==> src/rtl/fse_pkg.sv <==
package fse_pkg;
  // Saturating increment: holds at lim once reached.
  function automatic int unsigned sat_step(input int unsigned cur, input int unsigned lim);
    return (cur >= lim) ? lim : cur + 1;
  endfunction
endpackage

==> src/rtl/fse_byte_matcher.sv <==
module fse_byte_matcher #(
  parameter int DW  = 16,
  parameter int BW  = 8,
  parameter int NST = 3
) (
  input  logic              clk,
  input  logic              rst_n,
  input  logic [DW-1:0]     bus_data,
  input  logic [NST*BW-1:0] marker,
  output logic              match,
  output logic              upper_phase
);
  localparam int HALF = DW / 2;

  function automatic logic [BW-1:0] pick_half(input logic [DW-1:0] w, input logic up);
    return up ? w[DW-1 -: BW] : w[HALF-1 -: BW];
  endfunction

  logic [BW-1:0] stg [NST];
  logic [NST-1:0] eq;

  always_ff @(posedge clk) begin
    if (!rst_n) upper_phase <= 1'b1;
    else        upper_phase <= ~upper_phase;
  end

  // stg[0] holds the newest byte; stg[i] is compared with marker slice i.
  for (genvar i = 0; i < NST; i++) begin : g_stage
    if (i == 0) begin : g_head
      always_ff @(posedge clk) begin
        if (!rst_n) stg[i] <= '0;
        else        stg[i] <= pick_half(bus_data, upper_phase);
      end
    end else begin : g_tail
      always_ff @(posedge clk) begin
        if (!rst_n) stg[i] <= '0;
        else        stg[i] <= stg[i-1];
      end
    end
    assign eq[i] = (stg[i] == marker[(i+1)*BW-1 -: BW]);
  end

  assign match = &eq;
endmodule

==> src/rtl/fse_slot_counter.sv <==
module fse_slot_counter #(
  parameter int CW = 9
) (
  input  logic          clk,
  input  logic          rst_n,
  input  logic          match,
  input  logic [CW-1:0] slot_sel,
  output logic          hit,
  output logic [CW-1:0] count,
  output logic          armed
);
  localparam logic [CW-1:0] CNT_MAX = '1;

  logic [CW-1:0] slot_q;
  logic [CW-1:0] slot_active;

  always_ff @(posedge clk) begin
    if (!rst_n) begin
      slot_q      <= '0;
      slot_active <= '0;
      count       <= CNT_MAX;
      armed       <= 1'b0;
    end else begin
      slot_q <= slot_sel;
      if (match) begin
        slot_active <= slot_q;
        count       <= '0;
        armed       <= 1'b1;
      end else begin
        count <= CW'(fse_pkg::sat_step(32'(count), 32'(CNT_MAX)));
        if (hit) armed <= 1'b0;
      end
    end
  end

  assign hit = armed && (count == slot_active);
endmodule

==> src/rtl/fse_word_strobe.sv <==
module fse_word_strobe #(
  parameter int DW = 16
) (
  input  logic          clk,
  input  logic          rst_n,
  input  logic [DW-1:0] bus_data,
  input  logic          hit,
  output logic          dac_load,
  output logic [DW-1:0] dac_word
);
  logic [DW-1:0] word_q;

  always_ff @(posedge clk) begin
    if (!rst_n) begin
      word_q   <= '0;
      dac_load <= 1'b0;
      dac_word <= '0;
    end else begin
      word_q   <= bus_data;
      dac_load <= hit;
      if (hit) dac_word <= word_q;
    end
  end
endmodule

==> src/rtl/frame_slot_extractor.sv <==
module frame_slot_extractor #(
  parameter int DW  = 16,
  parameter int BW  = 8,
  parameter int NST = 3,
  parameter int CW  = 9
) (
  input  logic              clk,
  input  logic              rst_n,
  input  logic [DW-1:0]     bus_data,
  input  logic [NST*BW-1:0] marker_bytes,
  input  logic [CW-1:0]     slot_sel,
  output logic              dac_load,
  output logic [DW-1:0]     dac_word
);
  // Named internal events, observed by the bound checker.
  logic          match_w;
  logic          phase_w;
  logic          hit_w;
  logic          armed_w;
  logic [CW-1:0] count_w;

  fse_byte_matcher #(.DW(DW), .BW(BW), .NST(NST)) u_match (
    .clk(clk), .rst_n(rst_n), .bus_data(bus_data), .marker(marker_bytes),
    .match(match_w), .upper_phase(phase_w)
  );

  fse_slot_counter #(.CW(CW)) u_count (
    .clk(clk), .rst_n(rst_n), .match(match_w), .slot_sel(slot_sel),
    .hit(hit_w), .count(count_w), .armed(armed_w)
  );

  fse_word_strobe #(.DW(DW)) u_out (
    .clk(clk), .rst_n(rst_n), .bus_data(bus_data), .hit(hit_w),
    .dac_load(dac_load), .dac_word(dac_word)
  );
endmodule

==> config.mk <==
export PLATFORM = sky130hd
export DESIGN_NAME = frame_slot_extractor
export DESIGN_NICKNAME = d
export VERILOG_FILES = /design/src/rtl/fse_pkg.sv /design/src/rtl/fse_byte_matcher.sv /design/src/rtl/fse_slot_counter.sv /design/src/rtl/fse_word_strobe.sv /design/src/rtl/frame_slot_extractor.sv
export SDC_FILE = /design/constraint.sdc
export NUM_CORES = 1
export LEC_CHECK = 0
export ABC_CLOCK_PERIOD_IN_PS = 2500
export BUFFER_PORTS_ARGS = -buffer_cell sky130_fd_sc_hd__buf_2
export CORE_UTILIZATION = 53
export CTS_CLUSTER_SIZE = 10
export DETAILED_ROUTE_END_ITERATION = 8
export HOLD_SLACK_MARGIN = 0.1
export PLACE_DENSITY = 0.8
export SETUP_SLACK_MARGIN = 0.3
export SYNTH_ARGS = -nofsm -noshare
export SYNTH_HDL_FRONTEND = slang
export SYNTH_HIERARCHICAL = 1
export SYNTH_SLANG_ARGS = --single-unit
==> constraint.sdc <==
create_clock -name clk -period 2.5 [get_ports clk]
set_clock_uncertainty 0.1 [all_clocks]
set_input_delay 0.5 -clock clk [delete_from_list [all_inputs] [get_ports clk]]
set_output_delay 0.5 -clock clk [all_outputs]
set_load 0.05 [all_outputs]
==> results.md <==
- Largest stage delay, worst path: 330 ps
- H-tree Lvls: 3
- CP Max Fanout: 12
- Rel. slew slack: between 60 and 70%
- Total inserted antenna cells: 0
- Die H: about 80 µm
- R2R Setup Slk: 510 ps
- DRT iter0 DRCs: 113
- Per-cell routed wire length: 12.8 µm
- Clock sinks: 86
- WP data required: 2620 ps
- Vias per cell: ~4.9
- Synth warnings: 6
- Clk root buf: clkbuf_8
- Row count: 28
- # nets final: 416
- Skew-Pair Late Insertion Delay: 340 ps
- Vias in the first global route: 1,983
- Crit path max-delay cell type: nor4_1
- Largest net degree at the start of global routing: 43
- R2r worst-path depth: 7
- WP data arrival: 2120 ps
- Post-CTS setup buffers: 0
- Reg clk slew, reported paths: roughly 80 ps
- # hold bufs at CTS: 0
- Worst reg2reg startpoint: u_match/stg[2][2]
- Setup crit end kind: register
- Final cycle utilization of the critical path: between 70% and 80%
- Hold depth: 2
- Starting Density: a little over half
- DP HPWL: roughly 4000 µm
- Residual DRC: 0
- Mean Syn Cell Area: 11.0 µm²
- CTS Buf Count: 9
- Share of layout cells above drive strength 1: 25.3%
- Gr ovfl total: 0
- Slew @ Worst Pin: approximately 540 ps
- Worst Hold Endpoint: u_count/slot_q[8]
- Count of final setup violators: 0
- Post-synth cell types: 35
- Die X: 80.2 µm
- Post-Synthesis Cells: 294
- # IOs: 68
- Max-Cap Viols: 0
- Crit-path cells: xor2_1, nor4_1, nand4_1, nor3_2, buf_12, and2_1, nor3_1
- Maximum VDD drop: approximately 0.00051 V
- Design Power: 2.53 mW
- IO buf count: 67
- Slew Viols, Final: 0
- Synthesized flop and latch total: between 80 and 90
- CTS tree: built
- Hold_sp: slot_sel[8]
- # resized after CTS: 0
- DRT antenna net count: 0
- Leakage: 1.59 nW
- R2r endpoint: u_count/count[5]
- First drt pass iteration count: 4
- Total die area: 6430 µm²
- Vias: 2,153
- Final hold vios: 0
- Min Clock Period, post-route: about 2000 ps
- WS Path Type: reg2reg
- Sequential area share after synthesis: 53.1%
- Initial antenna violation count: 0
- Total Routing Usage GR: 18.8%
- Syn Std Cell Area: 3240 µm²
- Max Root-Sink Buffers: 2
- Worst setup SP type: register
- Setup TNS: 0 ps
- Fmax: 0.501 GHz
- Pwr Density: about 660 nW/µm²
- Core Box Area: 5920 µm²
- Total Routed Length: 5660 µm
- Synthesized Nets: 347
- Global placement routability congestion: 0.799
- Status: finished clean
- First-pass GRT wire length: 8970 µm
- Area growth syn-to-layout: 18.6%
- Hold Path Class: in2reg
- RSZ-0062 raised after global routing: false
-- cell usage after synthesis --
cell	number	area (µm²)
dfxtp_1	86	1720
and2_1	42	263
mux2i_1	33	330
nor2b_1	33	206
xor2_1	25	219
xnor2_1	9	78.8
clkbuf_1	7	26.3
a21oi_1	6	30.0
nor4_1	6	37.5
inv_1	5	18.8
nand4_1	4	25.0
and4_1	3	26.3
buf_2	3	15.0
nand2_1	3	11.3
nor3_1	3	15.0
a211oi_1	2	15.0
a31o_2	2	17.5
and3_1	2	12.5
ha_1	2	25.0
nor2_1	2	7.51
o21ai_0	2	10.0
a31oi_1	1	6.26
a31oi_2	1	12.5
a41oi_1	1	8.76
and2_2	1	7.51
buf_1	1	3.75
buf_12	1	20.0
buf_6	1	11.3
nand2b_1	1	6.26
nand3_1	1	5.00
nand3b_1	1	7.51
nand4_2	1	12.5
nor3_2	1	10.0
nor4bb_1	1	10.0
or3_1	1	6.26
-- state kept, by name, indices dropped and copies added, names as in the netlist --
register             count
u_count/slot_active      9
u_count/count            9
u_count/armed            1
u_out/dac_load           1
u_match/upper_phase      1
u_out/dac_word          16
u_count/slot_q           9
u_out/word_q            16
u_match/stg             24
-- layout make-up --
cell class / instances / area, µm²
multi-input combinational: 190 / 1430
sequential: 86 / 1720
tap: 75 / 93.8
timing repair buffer: 71 / 378
clock inverter: 5 / 58.8
inverter: 5 / 18.8
clock buffer: 11 / 141
fill: 464 / 2080
-- per-stage QoR --
step | util [%] | instances | instance area [µm²] | hold slack (ps) | setup WS, ps
floorplan | - | 294 | 3240 | 350 | 574
global placement | 61.4 | 427 | 3630 | 360 | 191
detailed placement | 61.4 | 427 | 3630 | 361 | 180
CTS | 64.8 | 443 | 3830 | 242 | 455
global route | 64.9 | 443 | 3840 | 248 | 309
finish | 64.9 | 443 | 3840 | 257 | 505
-- placed cells by master, fill, tap and decap left out, types with 4 or more instances in the layout --
| master | Yosys | final |
|---|---|---|
| inv_1 | 5 | 5 |
| nor4_1 | 6 | 5 |
| clkbuf_8 | 0 | 10 |
| and2_1 | 42 | 42 |
| xnor2_1 | 9 | 9 |
| buf_2 | 3 | 67 |
| xor2_1 | 25 | 25 |
| mux2i_1 | 33 | 33 |
| nand4_1 | 4 | 4 |
| nor2b_1 | 33 | 33 |
| a21oi_1 | 6 | 6 |
| dfxtp_1 | 86 | 86 |
-- power breakdown --
part | switching, mW | internal (mW)
logic | 0.0569 | 0.0813
registers | 0.0232 | 1.41
clock network | 0.472 | 0.489
-- worst max-delay path, delay by kind of cell (launching register included) --
kind	cells	cell delay [ps]
xor gates and xnor gates	1	130
buffers and inverters	1	180
DFF	1	320
and+or+nand+nor	5	1150
-- worst max path at each step --
stage / endpoint / from / cells after the start / slack, ps
3_3_place_gp: u_count/count[7] / marker_bytes[18] / 8 / 190
6_report: u_count/count[5] / u_match/stg[2][2] / 7 / 510
2_1_floorplan: u_count/slot_active[0] / marker_bytes[18] / 7 / 570
3_5_place_dp: u_count/count[5] / marker_bytes[18] / 8 / 180
5_1_grt: u_count/count[5] / u_match/stg[0][0] / 7 / 310
4_1_cts: u_out/dac_word[14] / u_count/count[3] / 6 / 460
-- metal layers --
metal	up-vias	track usage, %	wire, µm
met1	975	23.6	2780
li1	1106	-	-
met3	11	4.66	274
met4	0	11.1	129
met5	-	0	0
met2	61	29.3	2480
-- cells by family after synthesis --
group / after synthesis / share of synthesized area (%)
AND/OR/NAND/NOR: 106 / 20.7
flip-flops: 86 / 53.1
XOR/XNOR: 34 / 9.19
multiplexers: 33 / 10.2
buffers and inverters: 18 / 2.94
AO/OA/AOI/OAI: 15 / 3.09
adder cells (fa/ha/maj): 2 / 0.772
Note: power is estimated with default switching activity, not from simulation.
